### src/rtl/tagrx_pkg.sv
package tagrx_pkg;
  localparam int DATA_W  = 8;
  localparam int TAG_W   = 3;
  localparam int ENTRY_W = DATA_W + TAG_W;

  typedef struct packed {
    logic [TAG_W-1:0]  tag;
    logic [DATA_W-1:0] data;
  } rx_entry_t;
endpackage

### src/rtl/tagrx_ram.sv
// Simple dual-port storage with a registered read, shaped for block RAM.
module tagrx_ram #(
  parameter int WIDTH = 11,
  parameter int DEPTH = 32,
  localparam int AW = $clog2(DEPTH)
) (
  input  logic             clk,
  input  logic             we,
  input  logic [AW-1:0]    waddr,
  input  logic [WIDTH-1:0] wdata,
  input  logic             re,
  input  logic [AW-1:0]    raddr,
  output logic [WIDTH-1:0] rdata
);
  logic [WIDTH-1:0] store [DEPTH];

  always_ff @(posedge clk) begin
    if (we) store[waddr] <= wdata;
  end

  always_ff @(posedge clk) begin
    if (re) rdata <= store[raddr];
  end
endmodule

### src/rtl/tagrx_scan.sv
// Parallel lookahead: is any marked slot within the oldest `window` entries?
module tagrx_scan #(
  parameter int DEPTH = 32,
  localparam int PTR_W = $clog2(DEPTH),
  localparam int CNT_W = $clog2(DEPTH + 1)
) (
  input  logic [DEPTH-1:0] marks,
  input  logic [PTR_W-1:0] head,
  input  logic [CNT_W-1:0] count,
  input  logic [CNT_W-1:0] trig,
  output logic             hit
);
  logic [CNT_W-1:0] window;
  logic [DEPTH-1:0] in_win;

  assign window = (count < trig) ? count : trig;

  for (genvar g = 0; g < DEPTH; g++) begin : g_slot
    localparam logic [PTR_W-1:0] SLOT = PTR_W'(g);
    logic [PTR_W-1:0] age;
    assign age       = SLOT - head;
    assign in_win[g] = marks[g] && (CNT_W'(age) < window);
  end

  assign hit = |in_win;

  // a hit needs at least one occupied entry
  always_comb begin
    if (hit) assert_hit_needs_entry_R3: assert (count != '0);
  end
endmodule

### src/rtl/tagrx_fifo.sv
module tagrx_fifo
  import tagrx_pkg::*;
#(
  parameter int DEPTH = 32,
  localparam int PTR_W = $clog2(DEPTH),
  localparam int CNT_W = $clog2(DEPTH + 1)
) (
  input  logic               clk,
  input  logic               rst,
  input  logic               wr_en,
  input  logic [DATA_W-1:0]  wr_data,
  input  logic [TAG_W-1:0]   wr_tag,
  input  logic               rd_en,
  output logic [ENTRY_W-1:0] rd_data,
  input  logic [CNT_W-1:0]   trig_level,
  input  logic               ovr_clr,
  output logic [CNT_W-1:0]   level,
  output logic               eif,
  output logic               dma_req,
  output logic               irq,
  output logic               overrun
);
  // DEPTH must be a power of two so that pointers wrap naturally.
  localparam logic [CNT_W-1:0] FULL = CNT_W'(DEPTH);

  logic [PTR_W-1:0]   wr_ptr, rd_ptr;
  logic [CNT_W-1:0]   count_q;
  logic [DEPTH-1:0]   mark_q;
  logic               wr_ok, rd_ok, wr_drop;
  logic [CNT_W-1:0]   trig_eff;
  logic               scan_hit;
  logic               rd_hit_q;
  logic [ENTRY_W-1:0] ram_q;
  logic               eif_q, irq_q, dma_q, ovr_q;
  rx_entry_t          wr_entry;

  assign wr_ok   = wr_en && (count_q != FULL);
  assign wr_drop = wr_en && (count_q == FULL);
  assign rd_ok   = rd_en && (count_q != '0);

  assign trig_eff = (trig_level == '0) ? CNT_W'(1) :
                    (trig_level > FULL) ? FULL : trig_level;

  assign wr_entry.tag  = wr_tag;
  assign wr_entry.data = wr_data;

  tagrx_ram #(.WIDTH(ENTRY_W), .DEPTH(DEPTH)) u_ram (
    .clk   (clk),
    .we    (wr_ok),
    .waddr (wr_ptr),
    .wdata (wr_entry),
    .re    (rd_ok),
    .raddr (rd_ptr),
    .rdata (ram_q)
  );

  tagrx_scan #(.DEPTH(DEPTH)) u_scan (
    .marks (mark_q),
    .head  (rd_ptr),
    .count (count_q),
    .trig  (trig_eff),
    .hit   (scan_hit)
  );

  // Pointers, occupancy and one "tagged" mark per slot
  always_ff @(posedge clk) begin
    if (rst) begin
      wr_ptr  <= '0;
      rd_ptr  <= '0;
      count_q <= '0;
      mark_q  <= '0;
    end else begin
      if (wr_ok) begin
        wr_ptr         <= wr_ptr + 1'b1;
        mark_q[wr_ptr] <= |wr_tag;
      end
      if (rd_ok) rd_ptr <= rd_ptr + 1'b1;
      count_q <= count_q + CNT_W'(wr_ok) - CNT_W'(rd_ok);
    end
  end

  // Read-return qualifier: an empty pop yields zero
  always_ff @(posedge clk) begin
    if (rst)        rd_hit_q <= 1'b0;
    else if (rd_en) rd_hit_q <= rd_ok;
  end

  // Registered status
  always_ff @(posedge clk) begin
    if (rst) begin
      eif_q <= 1'b0;
      irq_q <= 1'b0;
      dma_q <= 1'b0;
      ovr_q <= 1'b0;
    end else begin
      eif_q <= scan_hit;
      irq_q <= scan_hit;
      dma_q <= !scan_hit && (count_q >= trig_eff);
      if (wr_drop)      ovr_q <= 1'b1;
      else if (ovr_clr) ovr_q <= 1'b0;
    end
  end

  assign rd_data = rd_hit_q ? ram_q : '0;
  assign level   = count_q;
  assign eif     = eif_q;
  assign irq     = irq_q;
  assign dma_req = dma_q;
  assign overrun = ovr_q;

  assert_err_blocks_dma_R5: assert property (@(posedge clk) disable iff (rst)
    scan_hit |=> (eif && irq && !dma_req));

  assert_flag_falls_R4: assert property (@(posedge clk) disable iff (rst)
    !scan_hit |=> (!eif && !irq));

  assert_dma_threshold_R6: assert property (@(posedge clk) disable iff (rst)
    (!scan_hit && count_q >= trig_eff) |=> dma_req);

  assert_full_drop_R8: assert property (@(posedge clk) disable iff (rst)
    (count_q == FULL && wr_en && !rd_en) |=> (overrun && level == FULL));

  assert_empty_read_R9: assert property (@(posedge clk) disable iff (rst)
    (count_q == '0 && rd_en && !wr_en) |=> (level == '0 && $stable(rd_ptr) && rd_data == '0));

  assert_level_bound_R10: assert property (@(posedge clk) disable iff (rst)
    level <= FULL);
endmodule

### config.mk
export PLATFORM = sky130hd
export DESIGN_NAME = tagrx_fifo
export DESIGN_NICKNAME = d
export VERILOG_FILES = /design/src/rtl/tagrx_pkg.sv /design/src/rtl/tagrx_ram.sv /design/src/rtl/tagrx_scan.sv /design/src/rtl/tagrx_fifo.sv
export SDC_FILE = /design/constraint.sdc
export NUM_CORES = 1
export LEC_CHECK = 0
export BUFFER_PORTS_ARGS = -buffer_cell sky130_fd_sc_hd__buf_2
export CORE_MARGIN = 2
export CORE_UTILIZATION = 60
export DETAILED_ROUTE_END_ITERATION = 8
export PLACE_DENSITY = 0.82
export SLEW_MARGIN = 15
export SYNTH_ARGS = -nofsm -noshare
export SYNTH_HDL_FRONTEND = slang
export SYNTH_SLANG_ARGS = --single-unit
export TNS_END_PERCENT = 5
### constraint.sdc
create_clock -name clk -period 12.3 [get_ports clk]
set_clock_uncertainty 0.15 [all_clocks]
set_input_delay 2.46 -clock clk [delete_from_list [all_inputs] [get_ports clk]]
set_output_delay 2.46 -clock clk [all_outputs]
set_load 0.1 [all_outputs]
==> metrics.csv, run 1 <==
metric,value,unit
post_cts_buffers,0,
drive_above_1_share,21.0,%
grt_pass1_vias,12100,
hold_violations,0,
path_class,input pin to register,
synth_area,18900,um2
hold-worst-slack,0.348,ns
async_flop_share,0,%
core,30800,um2
final_nets,1409,
ys.flop_type,edfxtp_1,
grt_use_total,32.0,%
grt_setup_unrepaired,false,
syn_to_final_growth,10.7,%
ys_ff_latch,415,
antenna_found_initial,1,
netlist_instances,1251,
dieHeight,181,um
ys_seq_area_share,63.2,%
nFillCells,1970,
ir_drop,0.000178,V
ctsHoldBuffers,0,
power.leakage,7.03,nW
status,"finished, final reports clean",
mostFrequentLayoutCell,edfxtp_1,
dpl-instance-area,19600,um2
ctsRootBufferMaster,clkbuf_16,
p_int,2.78,mW
cts_buffers,41,
hold_path_class,register to register,
wl_per_cell,29.7,um
period_minus_slack,7.70,ns
postCtsResizedCells,0,
crit_arrival,8.03,ns
clk_latency,0.55,ns
synth_edf_count,363,
p_switching,1.39,mW
grt_overflow,0,
layout_common_cells,"363 x edfxtp_1, 110 x mux4_2, 94 x nor2_1",
critPathMaxFanout,20,
first_iter_violations,1820,
dieArea,32900,um2
firstDrtPassIters,5,
final_core_util,67.8,%
grt_first_pass_wirelength,76700,um
finalSetupViolCount,0,
grt_max_degree,72,
numPortBuffers,42,
wl,51600,um
clkSinkCount,415,
vias_per_cell,6.97,
avgSynthCellArea,15.1,um2
power_frac_comb,30.9,%
n_antenna_cell,0,
worst_slew_pin_slew,1.17,ns
die_x,181,um
ys_warn_count,0,
syn_nets,1351,
postRouteAntennaNets,0,
htreeDepth,2,
gp_congestion,0.962,
placement_rows,64,
fin_crit_sh,62.6,%
drv_cap,0,
initial_core_util,61.2,%
end_kind,register,
hpwl,31300,um
crit_required,12.63,ns
p_sw_share,33.4,%
yosysUniqueCellTypes,76,
setup_tns,0,ns
ios,43,
critPathLaunchType,input pin,
slew_violations,0,
seqPwrFrac,39.4,%
drc,0,
post-route-cell-area,20900,um2
vias,12100,
powerDensity,200,nW/um2
relSlewSlack,22.0,%
path_clk_slew,0.07,ns
pwr-share-clk,29.7,%
clock_path_buffers,3,
tritoncts,built,
fmax,130,MHz
==> Yosys cell counts (all sizes together), types with 6 or more instances <==
library cell / instances / area share (%)
nor4: 9 / 0.30
mux4: 110 / 13
a21oi: 39 / 1.1
ha: 77 / 5.1
o21ai: 29 / 0.81
clkbuf: 43 / 1.1
a21o: 12 / 0.48
nand4: 9 / 0.30
inv: 62 / 1.2
xnor2: 25 / 1.2
o22ai: 7 / 0.23
a211oi: 9 / 0.38
nand2: 72 / 1.4
nand2b: 8 / 0.27
and2: 13 / 0.44
nor3: 69 / 1.9
nand3: 22 / 0.58
buf: 17 / 0.40
edfxtp: 363 / 58
or2b: 6 / 0.26
nor2b: 6 / 0.20
nor2: 101 / 2.0
dfxtp: 52 / 5.5
o211ai: 9 / 0.36
xor2: 9 / 0.42
a31oi: 7 / 0.23
==> final cells by class <==
class	instances	area, um2	share of cell area, %
clock buffers	51	1080	5.19
flip-flops and latches	415	11900	57.2
well taps	396	495	2.37
clock inverters	24	223	1.07
inverters	63	236	1.13
multi-input cells	713	6450	30.9
repair buffers	75	458	2.19
==> sequential cells by signal (all words and copies together) (netlist names), 5 cells and up <==
| name | count |
|---|---|
| rd_ptr | 5 |
| u_ram.rdata | 11 |
| u_ram.store | 352 |
| wr_ptr | 5 |
| mark_q | 32 |
| level | 6 |
==> power by group through the flow <==
stage | sequential, mW | clock [mW] | combinational (mW)
after floorplan | 1.70 | 0 | 0.923
after global placement | 1.67 | 0 | 1.23
after detailed placement | 1.68 | 0 | 1.26
after CTS | 1.65 | 1.25 | 1.28
after global routing | 1.65 | 1.29 | 1.39
final | 1.65 | 1.24 | 1.29
==> logic make-up after synthesis <==
family,share of synthesized area [%]
AOI/OAI and AO/OA,5.33
DFF,63.2
xor gates and xnor gates,1.58
buffers and inverters,2.73
muxes,13.1
and+or+nand+nor,8.68
adders and majority gates,5.32
==> critical path: stages <==
cell and delay (ns):
buf_2 0.10, or4_4 0.54, a21oi_2 0.20, ha_1 0.16
nor2b_1 0.06, o21bai_1 0.40, nand3_1 0.22, nand2_1 0.59
clkinv_1 0.65, ha_1 0.53, a21o_2 0.14, a21oi_1 0.10
a2111oi_2 0.33, nand4_1 0.15, nor3_2 0.18, o2111ai_1 0.15
a2111oi_2 0.40, nand4_1 0.15, nor4b_2 0.31, and3b_1 0.18
==> layer usage <==
metal	global-route usage [%]	up-vias	wire length (um)
li1	-	4974	-
met1	43.6	6023	18700
met2	51.6	919	24700
met3	6.84	192	5900
met4	12.1	0	2230
met5	0	-	0
==> path summary, 6_finish.rpt <==
check | startpoint | to | slack (ns) | cells after the start
hold / removal | overrun | overrun | 0.35 | 2
setup / recovery | trig_level[1] | dma_req | 4.60 | 20
setup reg to reg | level[1] | dma_req | 6.57 | 17
hold reg to reg | overrun | overrun | 0.35 | 2
==> per-stage QoR <==
stage	worst slack, ns	total power [mW]	instances
5_1_grt	4.15	4.34	1737
3_5_place_dp	4.10	2.93	1662
2_1_floorplan	4.07	2.63	1251
4_1_cts	4.63	4.17	1737
3_3_place_gp	4.29	2.91	1662
6_report	4.60	4.17	1737
Power figures use the tool's default switching activity.
==> run 2: changes to the inputs <==
--- a/config.mk
+++ b/config.mk
@@ -5,11 +5,12 @@
 export SDC_FILE = /design/constraint.sdc
 export NUM_CORES = 1
 export LEC_CHECK = 0
+export ABC_AREA = 1
 export BUFFER_PORTS_ARGS = -buffer_cell sky130_fd_sc_hd__buf_2
 export CORE_MARGIN = 2
-export CORE_UTILIZATION = 60
+export CORE_UTILIZATION = 57
 export DETAILED_ROUTE_END_ITERATION = 8
-export PLACE_DENSITY = 0.82
+export PLACE_DENSITY = 0.81
 export SLEW_MARGIN = 15
 export SYNTH_ARGS = -nofsm -noshare
 export SYNTH_HDL_FRONTEND = slang
==> constraint.sdc (replaced) <==
create_clock -name clk -period 6.5 [get_ports clk]
set_clock_uncertainty 0.15 [all_clocks]
set_input_delay 1.3 -clock clk [delete_from_list [all_inputs] [get_ports clk]]
set_output_delay 1.3 -clock clk [all_outputs]
set_load 0.1 [all_outputs]
==> run 2 against run 1 <==
  * First-iteration DRC count up 11%
  * Synthesized cell count up 45%
  * Utilization down 3.8 points
  * Global-route usage down 3.8 points
  * Clock power rose by 100%
  * Sequential power up 92%
  * Register-to-register slack got worse by 4.1 ns
  * Critical path depth up 5
  * Worst hold slack worse by 0.038 ns
  * Non-clock buffer count increased by 5
  * Synthesized area up 1.4%
  * Largest cell class unchanged
==> metrics.csv, run 2 <==
metric,value,unit,change
yosysMostFrequentCell,edfxtp_1,,
tritoncts,built,,
synth_top_area_share,56.9,%,-0.79 points
hold_violations,0,,unchanged
ctsRootBufferMaster,clkbuf_16,,
hold_path_class,register to register,,
critPathLaunch,trig_level[0],,
synth_compound_area_share,13.5,%,+8.2 points
pwr-share-clk,26.8,%,-2.9 points
yosysTopAreaCell,edfxtp_1,,
ys_ff_latch,415,,unchanged
grt_use_total,28.3,%,-3.8 points
mostFrequentLayoutCell,edfxtp_1,,
die_x,187,um,+3.2%
status,"finished, final reports clean",,
dpl-instance-area,19900,um2,+1.3%
clkSinkCount,415,,unchanged
critPathMaxFanout,22,,+10%
placement_rows,67,,+4.7%
drc,0,,unchanged
ctsHoldBuffers,0,,unchanged
synth_xor_area_share,0.412,%,-1.2 points
n_antenna_cell,0,,unchanged
clk_latency,0.54,ns,about the same
first_iter_violations,2027,,+11%
power.leakage,8.05,nW,+14%
postRouteAntennaNets,0,,unchanged
synth_top_family_by_area,simple AND/OR/NAND/NOR gates,,
multi_input_area,6260,um2,-3.0%
setup_tns,0,ns,unchanged
ios,43,,unchanged
regToRegEndpoint,dma_req,,
firstDrtPassIters,5,,unchanged
relSlewSlack,16.5,%,-5.5 points
powerDensity,435,nW/um2,+120%
synth.area.top_cells,"edfxtp_1 57%, o21ai_0 6.1%, nor2_1 5.8%",,
p_sw_share,40.0,%,+6.7 points
worst_slew_pin_slew,1.25,ns,+0.0779 ns
crit_required,6.82,ns,-5.81 ns
largest_reg_flops,352,,unchanged
postCtsResizedCells,0,,unchanged
antenna_found_initial,0,,-1
post-route-cell-area,21300,um2,+1.8%
regToRegStartpoint,rd_ptr[1],,
numPortBuffers,42,,unchanged
crit_top_cell,nand2_1,,
layout_common_cells,"363 x edfxtp_1, 296 x nor2_1, 232 x o21ai_0",,
path_class,input pin to register,,
top_register,u_ram.store,,
end_kind,register,,
cp-endpoint,dma_req,,
dieArea,35100,um2,+6.6%
netlist_instances,1810,,+45%
grt_overflow,0,,unchanged
grt_first_pass_wirelength,76900,um,+0.22%
rr_worst_depth,16,,-1
initial_core_util,57.5,%,-3.7 points
dieHeight,187,um,+3.2%
critPathLaunchType,input pin,,
crit_arrival,4.87,ns,-3.16 ns
ff2ff_setup_slack,2.45,ns,-4.12 ns
gp_congestion,0.912,,-5.3%
fmax,220,MHz,
cts_buffers,40,,-2.4%
grt_max_degree,176,,+140%
p_switching,3.71,mW,+170%
synth_area,19100,um2,+1.4%
synth_common_cells,"363 x edfxtp_1, 298 x nor2_1, 233 x o21ai_0, 201 x nand2_1, 149 x inv_1",,
cpMaxStageDelayCell,o21ai_2,,
yosysUniqueCellTypes,39,,-49%
syn_to_final_growth,11.1,%,
htreeDepth,2,,unchanged
grt_setup_unrepaired,false,,
clock_path_buffers,3,,unchanged
ir_drop,0.000292,V,+64%
slew_violations,0,,unchanged
wl,49500,um,-4.1%
nFillCells,2469,,+25%
synth-simple-area-share,13.5,%,+4.8 points
synthAdderAreaFrac,5.14,%,-0.18 points
seqPwrFrac,34.1,%,-5.3 points
seq_area,12000,um2,about the same
ys_warn_count,0,,unchanged
hpwl,29800,um,-4.6%
final_nets,1936,,+37%
power_frac_comb,39.1,%,+8.2 points
period_minus_slack,4.55,ns,
finalSetupViolCount,0,,unchanged
ys.flop_type,edfxtp_1,,
post_cts_buffers,0,,unchanged
vias,14300,,+18%
path_clk_slew,0.06,ns,about the same
core,33300,um2,+8.0%
p_int,5.55,mW,+100%
slowest_delay,0.90,ns,+0.25 ns
wl_per_cell,21.4,um,-28%
vias_per_cell,6.16,,-12%
synth_edf_count,363,,unchanged
grt_pass1_vias,13800,,+15%
drive_above_1_share,9.64,%,-11 points
async_flop_share,0,%,unchanged
top_regs,"u_ram.store x352, mark_q x32, u_ram.rdata x11",,
drv_cap,0,,unchanged
ys_seq_area_share,62.4,%,-0.87 points
avgSynthCellArea,10.6,um2,-30%
synthMuxAreaShare,0,%,-13 points
fin_crit_sh,70.1,%,
syn_nets,1910,,+41%
==> run 2: cell count changes in the layout (fill, tap and decap cells not counted), sizes merged, moves of 13 or more <==
cell and delta:
nand2 +145, nor3 -62, o211ai +35, nor2 +200, inv +91, mux4 -110, and2 -13, nand4 +23
o221ai +44, o22ai +37, xnor2 -24, nand3 +33, o21ai +206, a21oi +21
==> run 2: area by class of cell <==
class | instances | share of cell area, %
Clock buffer | 50 | 5.12
Clock inverter | 24 | 1.57
Inverter | 153 | 2.71
Multi-Input combinational cell | 1146 | 29.4
Sequential cell | 415 | 56.2
Tap cell | 448 | 2.63
Timing Repair Buffer | 80 | 2.39
==> run 2: per-layer routing <==
layer / global-route usage, % / routed length, um / vias to the layer above
met5: 0 / 0 / -
met4: 13.4 / 2290 / 0
met3: 3.90 / 4520 / 145
met2: 45.2 / 23300 / 822
met1: 38.6 / 19400 / 6822
li1: - / - / 6485
==> run 2: kinds of logic after synthesis <==
| group | Yosys count |
|---|---|
| AND/OR/NAND/NOR | 619 |
| AO/OA/AOI/OAI | 440 |
| flip-flops | 415 |
| buffers and inverters | 249 |
| adder cells (fa/ha/maj) | 78 |
| XOR/XNOR | 9 |
==> run 2: power groups by stage <==
stage	registers, mW	clock network, mW	logic [mW]
after floorplan	3.29	0	2.58
after detailed placement	3.20	0	3.53
final	3.16	2.48	3.62
after global routing	3.16	2.60	4.04
after CTS	3.15	2.50	3.56
after global placement	3.20	0	3.38
==> run 2: worst max-delay path: cells and delay by family <==
family	cells	cell delay [ns]
simple gates	18	1.65
compound gates	1	0.90
buf+inv	4	0.55
fa+ha+maj	2	0.45
==> run 2: through the flow <==
step | total power [mW] | hold WS [ns] | util (%) | instances | worst slack, ns
floorplan | 5.87 | 0.299 | - | 1810 | 0.636
global placement | 6.58 | 0.298 | 59.6 | 2242 | 1.59
detailed placement | 6.74 | 0.300 | 59.6 | 2242 | 1.47
CTS | 9.20 | 0.310 | 63.9 | 2316 | 2.01
global route | 9.80 | 0.357 | 63.9 | 2316 | 1.47
finish | 9.26 | 0.311 | 63.9 | 2316 | 1.95
==> run 2: worst min-delay path by stage <==
stage	startpoint	slack, ns	depth (start not counted)	to
2_1_floorplan	rd_hit_q	0.30	2	rd_hit_q
3_3_place_gp	overrun	0.30	2	overrun
3_5_place_dp	overrun	0.30	2	overrun
4_1_cts	overrun	0.31	2	overrun
5_1_grt	overrun	0.36	2	overrun
6_report	overrun	0.31	2	overrun
